[src/rtl/dcw_pkg.sv]
package dcw_pkg;
    localparam int WORD_W   = 32;
    localparam int EXT_W    = 4;
    localparam int ADDR_W   = WORD_W + EXT_W;
    localparam int LEN_W    = 16;
    localparam int NWORDS   = 4;
    localparam int IDX_W    = $clog2(NWORDS);
    localparam int BYTES_W  = WORD_W / 8;
    localparam int HWO_BIT  = 0;
    localparam int SKIP_BIT = 2;
    localparam int IOC_BIT  = 7;
    localparam int ZLP_BIT  = 29;
    localparam int EXT_LO   = 16;
    localparam int RXLEN_LO = 16;

    typedef enum logic [2:0] {
        ST_IDLE, ST_FETCH, ST_CHECK, ST_XFER, ST_WB3, ST_WB0, ST_PARK
    } walk_st_e;

    typedef struct packed {
        logic              own;
        logic              skip;
        logic              ioc;
        logic [ADDR_W-1:0] buf_addr;
        logic [ADDR_W-1:0] next_addr;
        logic [LEN_W-1:0]  len;
        logic              zlp;
    } desc_view_t;

    typedef struct packed {
        walk_st_e                        st;
        logic [ADDR_W-1:0]               cur;
        logic [IDX_W-1:0]                widx;
        logic [NWORDS-1:0][WORD_W-1:0]   words;
        logic [LEN_W-1:0]                cnt;
        logic                            irq;
    } walk_regs_t;
endpackage

[src/rtl/dcw_decode.sv]
module dcw_decode
    import dcw_pkg::*;
(
    input  logic                          is_tx,
    input  logic [NWORDS-1:0][WORD_W-1:0] words,
    output desc_view_t                    view
);
    logic [2*EXT_W-1:0] ext;

    always_comb begin
        ext            = is_tx ? words[0][EXT_LO +: 2*EXT_W]
                               : words[3][EXT_LO +: 2*EXT_W];
        view.own       = words[0][HWO_BIT];
        view.skip      = words[0][SKIP_BIT];
        view.ioc       = words[0][IOC_BIT];
        view.buf_addr  = {ext[EXT_W-1:0], words[2]};
        view.next_addr = {ext[2*EXT_W-1:EXT_W], words[1]};
        view.len       = is_tx ? words[3][LEN_W-1:0]
                               : words[0][RXLEN_LO +: LEN_W];
        view.zlp       = is_tx & words[3][ZLP_BIT];
    end
endmodule

[src/rtl/dcw_wb_compose.sv]
module dcw_wb_compose
    import dcw_pkg::*;
(
    input  logic              is_tx,
    input  logic [WORD_W-1:0] w0,
    input  logic [WORD_W-1:0] w3,
    input  logic [LEN_W-1:0]  cnt,
    output logic [WORD_W-1:0] wb0,
    output logic [WORD_W-1:0] wb3
);
    localparam logic [WORD_W-1:0] OWN_MASK = WORD_W'(1) << HWO_BIT;

    always_comb begin
        wb3 = is_tx ? w3 : {w3[WORD_W-1:LEN_W], cnt};
        wb0 = w0 & ~OWN_MASK;
    end
endmodule

[src/rtl/desc_chain_walker.sv]
module desc_chain_walker
    import dcw_pkg::*;
(
    input  logic              clk,
    input  logic              rst_n,
    input  logic              start,
    input  logic [ADDR_W-1:0] start_addr,
    input  logic              resume,
    input  logic              dir_tx,
    output logic              mem_req,
    output logic              mem_we,
    output logic [ADDR_W-1:0] mem_addr,
    output logic [WORD_W-1:0] mem_wdata,
    input  logic              mem_ack,
    input  logic [WORD_W-1:0] mem_rdata,
    output logic              xfer_req,
    output logic [ADDR_W-1:0] xfer_addr,
    output logic [LEN_W-1:0]  xfer_len,
    output logic              xfer_zlp,
    input  logic              xfer_done,
    input  logic [LEN_W-1:0]  xfer_rx_count,
    output logic              irq,
    output logic [ADDR_W-1:0] cur_ptr,
    output logic              parked
);
    localparam logic [ADDR_W-1:0] W3_OFS = ADDR_W'((NWORDS - 1) * BYTES_W);

    walk_regs_t        q, d;
    desc_view_t        view;
    logic [WORD_W-1:0] wb0, wb3;

    dcw_decode u_decode (
        .is_tx (dir_tx),
        .words (q.words),
        .view  (view)
    );

    dcw_wb_compose u_wb (
        .is_tx (dir_tx),
        .w0    (q.words[0]),
        .w3    (q.words[3]),
        .cnt   (q.cnt),
        .wb0   (wb0),
        .wb3   (wb3)
    );

    always_comb begin
        d         = q;
        d.irq     = 1'b0;
        mem_req   = 1'b0;
        mem_we    = 1'b0;
        mem_addr  = q.cur;
        mem_wdata = '0;
        xfer_req  = 1'b0;
        unique case (q.st)
            ST_IDLE, ST_PARK: begin
                if (start) begin
                    d.cur  = start_addr;
                    d.widx = '0;
                    d.st   = ST_FETCH;
                end else if (resume && q.st == ST_PARK) begin
                    d.widx = '0;
                    d.st   = ST_FETCH;
                end
            end
            ST_FETCH: begin
                mem_req  = 1'b1;
                mem_addr = q.cur + ADDR_W'({q.widx, 2'b00});
                if (mem_ack) begin
                    d.words[q.widx] = mem_rdata;
                    if (q.widx == IDX_W'(NWORDS - 1)) begin
                        d.st = ST_CHECK;
                    end else begin
                        d.widx = q.widx + 1'b1;
                    end
                end
            end
            ST_CHECK: begin
                d.widx = '0;
                if (!view.own) begin
                    d.st = ST_PARK;
                end else if (view.skip) begin
                    d.cur = view.next_addr;
                    d.st  = ST_FETCH;
                end else begin
                    d.st = ST_XFER;
                end
            end
            ST_XFER: begin
                xfer_req = 1'b1;
                if (xfer_done) begin
                    d.cnt = xfer_rx_count;
                    d.st  = ST_WB3;
                end
            end
            ST_WB3: begin
                mem_req   = 1'b1;
                mem_we    = 1'b1;
                mem_addr  = q.cur + W3_OFS;
                mem_wdata = wb3;
                if (mem_ack) d.st = ST_WB0;
            end
            ST_WB0: begin
                mem_req   = 1'b1;
                mem_we    = 1'b1;
                mem_wdata = wb0;
                if (mem_ack) begin
                    d.irq  = view.ioc;
                    d.cur  = view.next_addr;
                    d.widx = '0;
                    d.st   = ST_FETCH;
                end
            end
            default: d.st = ST_IDLE;
        endcase
    end

    always_ff @(posedge clk or negedge rst_n) begin
        if (!rst_n) begin
            q <= '{st: ST_IDLE, default: '0};
        end else begin
            q <= d;
        end
    end

    assign xfer_addr = view.buf_addr;
    assign xfer_len  = view.len;
    assign xfer_zlp  = view.zlp;
    assign irq       = q.irq;
    assign cur_ptr   = q.cur;
    assign parked    = (q.st == ST_PARK);
endmodule

[config.mk]
export PLATFORM = sky130hd
export DESIGN_NAME = desc_chain_walker
export DESIGN_NICKNAME = d
export VERILOG_FILES = /design/src/rtl/dcw_pkg.sv /design/src/rtl/dcw_decode.sv /design/src/rtl/dcw_wb_compose.sv /design/src/rtl/desc_chain_walker.sv
export SDC_FILE = /design/constraint.sdc
export NUM_CORES = 1
export LEC_CHECK = 0
export ABC_AREA = 1
export CORE_MARGIN = 2
export CORE_UTILIZATION = 53
export CTS_CLUSTER_DIAMETER = 100
export DETAILED_ROUTE_END_ITERATION = 10
export PLACE_DENSITY_LB_ADDON = 0.1
export SYNTH_ARGS = -nofsm -noshare
export SYNTH_HDL_FRONTEND = slang
export SYNTH_SLANG_ARGS = --single-unit
[constraint.sdc]
create_clock -name clk -period 7.25 [get_ports clk]
set_input_delay 1.45 -clock clk [delete_from_list [all_inputs] [get_ports clk]]
set_output_delay 1.45 -clock clk [all_outputs]
set_load 0.05 [all_outputs]
==> impl_metrics.env <==
export IMPL_wl_per_cell_um=16.9
export IMPL_r2r_cells=8
export IMPL_postLayoutCellArea_mm2=0.0127
export IMPL_place_area_mm2=0.0121
export IMPL_hp_class="flip-flop to flip-flop"
export IMPL_drive_above_1_share=0.0485
export IMPL_finalHoldViolCount=0
export IMPL_total_power_mw=6.05
export IMPL_worstPathMaxFanout=29
export IMPL_grtUsageTotal=0.293
export IMPL_fillCellCount=1635
export IMPL_clock_latency_ps=440
export IMPL_grt_util_met3=0.0540
export IMPL_yosysMostFrequentCell="nand2_1"
export IMPL_yosys_top_cells_count="462 x nand2_1, 186 x dfrtp_1, 181 x o21ai_0"
export IMPL_busiest_layer="met2"
export IMPL_dpl_hpwl_um=21100
export IMPL_drv_slew=0
export IMPL_viasPerCell=5.37
export IMPL_async_reset_ff_frac=1.00
export IMPL_fp_dieH_um=142
export IMPL_dr_pass1_iters=5
export IMPL_synth_top_flop_cell="dfrtp_1"
export IMPL_clkTransAtPathRegs_ps=70
export IMPL_dp_slack_ps=1560
export IMPL_min_path_cells=2
export IMPL_grt_ovfl_total=0
export IMPL_cts_htree_levels=4
export IMPL_die_area_mm2=0.0201
export IMPL_critPathArrivalTime_ps=4730
export IMPL_routed_wl_um=29000
export IMPL_synth_cell_types=29
export IMPL_period_needed_ps=6180
export IMPL_routabilityCongestion=0.950
export IMPL_grt_pass1_vias=8402
export IMPL_io_pin_count=253
export IMPL_rows=50
export IMPL_area_growth_synth_to_final_pct=26.6
export IMPL_cts_sinks=186
export IMPL_drc=0
export IMPL_grt_util_met1=0.418
export IMPL_numCtsBuffers=17
export IMPL_r2r_slack_ps=4160
export IMPL_antenna_left=0
export IMPL_synth_top_area_frac=0.463
export IMPL_synth_area_per_cell_um2=7.57
export IMPL_finalClockSkew_ps=16.8
export IMPL_reg2reg_from="q[185]"
export IMPL_power_leakage_nw=5.99
export IMPL_start_util=0.539
export IMPL_yosysWarnings=0
export IMPL_cts_tree="built"
export IMPL_worstPathRequired_ps=5800
export IMPL_grt_pass1_wl_um=45800
export IMPL_clockRootBuffer="clkbuf_16"
export IMPL_clock_path_buffers=2
export IMPL_crit_type="flip-flop to output port"
export IMPL_irDropWorstVdd_mv=0.222
export IMPL_end_kind="output port"
export IMPL_synth_seq_cells=186
export IMPL_fin_crit_sh=0.853
export IMPL_hold_buffers=0
export IMPL_n_antenna_cell=0
export IMPL_core_area_mm2=0.0186
export IMPL_die_w_um=142
export IMPL_syn_area_mm2=0.0100
export IMPL_use_met2=0.459
export IMPL_drtIter0Drc=819
export IMPL_synth_area_top_cells="dfrtp_1 46%, nand2_1 17%, o21ai_0 9.0%"
export IMPL_tns_ps=0
export IMPL_max_cap_viol_count=0
export IMPL_io_buffers=252
export IMPL_cts_resized=0
export IMPL_postCtsSetupRepairBufs=0
export IMPL_synth_top_area_cell="dfrtp_1"
export IMPL_seq_area_frac_synth=0.463
export IMPL_synth_edf_count=0
export IMPL_grt_setup_unrepaired="no"
export IMPL_tightestPinTransition_ps=1110
export IMPL_outcome="finished clean"
export IMPL_setup_viol=0
export IMPL_holdWs_ps=487
export IMPL_setup_ws_ps=1070
export IMPL_start_kind="flip-flop"
export IMPL_slew_headroom=0.261
export IMPL_vias=9235
export IMPL_grt_max_degree=82
export IMPL_power_density_mw_per_mm2=475
export IMPL_nNetsFinal=1571
export IMPL_rr_endpoint="cur_ptr[33]"
export IMPL_max_freq_mhz=162
export IMPL_grt_antenna_before_repair=1
export IMPL_synthCells=1327
export IMPL_synth_nets=1425
[metal layers]
layer / vias up / routed length (um)
li1: 4463 / -
met1: 4324 / 12600
met2: 404 / 13300
met3: 42 / 2380
met4: 2 / 674
met5: - / 13
[critical path: stages, from the launching register on]
cell and delay (ps):
dfrtp_1 440, nor2_2 410, nand2_1 780, nand2_1 300, ha_1 220, fa_1 250
inv_1 70, nor2_1 180, nand2_1 110, nor2_1 330, nand3_1 170, inv_1 110
nand3_1 70, nand2_1 70, clkdlybuf4s50_1 790
[power by group]
part           internal [mW]  switching [mW]  total [mW]
Sequential              1.43           0.357        1.78
Clock                  0.495           0.448       0.943
Combinational           1.03            2.29        3.32
[layout make-up]
type	instances	area (um^2)	share of cell area
Tap cell	234	293	0.0230
Sequential cell	186	4650	0.366
Clock inverter	15	169	0.0133
Clock buffer	17	425	0.0334
Inverter	110	413	0.0325
Timing Repair Buffer	258	2570	0.202
Multi-Input combinational cell	900	4190	0.330
[stage by stage]
| stage | cells | utilization |
|---|---|---|
| after global routing | 1720 | 0.682 |
| after global placement | 1688 | 0.650 |
| final | 1720 | 0.682 |
| after floorplan | 1327 | - |
| after CTS | 1720 | 0.682 |
| after detailed placement | 1688 | 0.650 |
[how the worst max path moves through the flow]
stage | startpoint | end | slack, ps | cells past startpoint
CTS | q[183] | mem_addr[30] | 1080 | 14
detailed placement | q[183] | mem_addr[30] | 1560 | 14
global route | q[183] | mem_addr[30] | 700 | 14
floorplan | q[183] | mem_addr[22] | 2710 | 14
finish | q[184] | mem_addr[30] | 1070 | 14
global placement | q[183] | mem_addr[34] | 1770 | 14
[layout by cell type, fill, tap and decap left out, drive strengths merged]
| cell | count |
|---|---|
| clkinv | 4 |
| nand2 | 466 |
| a21boi | 15 |
| nand3 | 107 |
| mux2 | 16 |
| nand3b | 3 |
| buf | 6 |
| ha | 6 |
| o21ai | 182 |
| xnor2 | 9 |
| o22ai | 9 |
| bufinv | 1 |
| inv | 120 |
| nor2 | 56 |
| nand4 | 15 |
| a21oi | 2 |
| xor2 | 5 |
| clkdlybuf4s50 | 251 |
| and3 | 1 |
| nor3 | 7 |
| clkbuf | 18 |
| fa | 1 |
| dfrtp | 186 |
[cells by family after synthesis]
logic type,Yosys count,synth area share
and+or+nand+nor,655,0.268
buffers and inverters,241,0.120
AOI/OAI and AO/OA,208,0.108
DFF,186,0.463
muxes,16,0.0179
xor gates and xnor gates,14,0.0122
adders and majority gates,7,0.00947
Power figures use the tool's default switching activity.
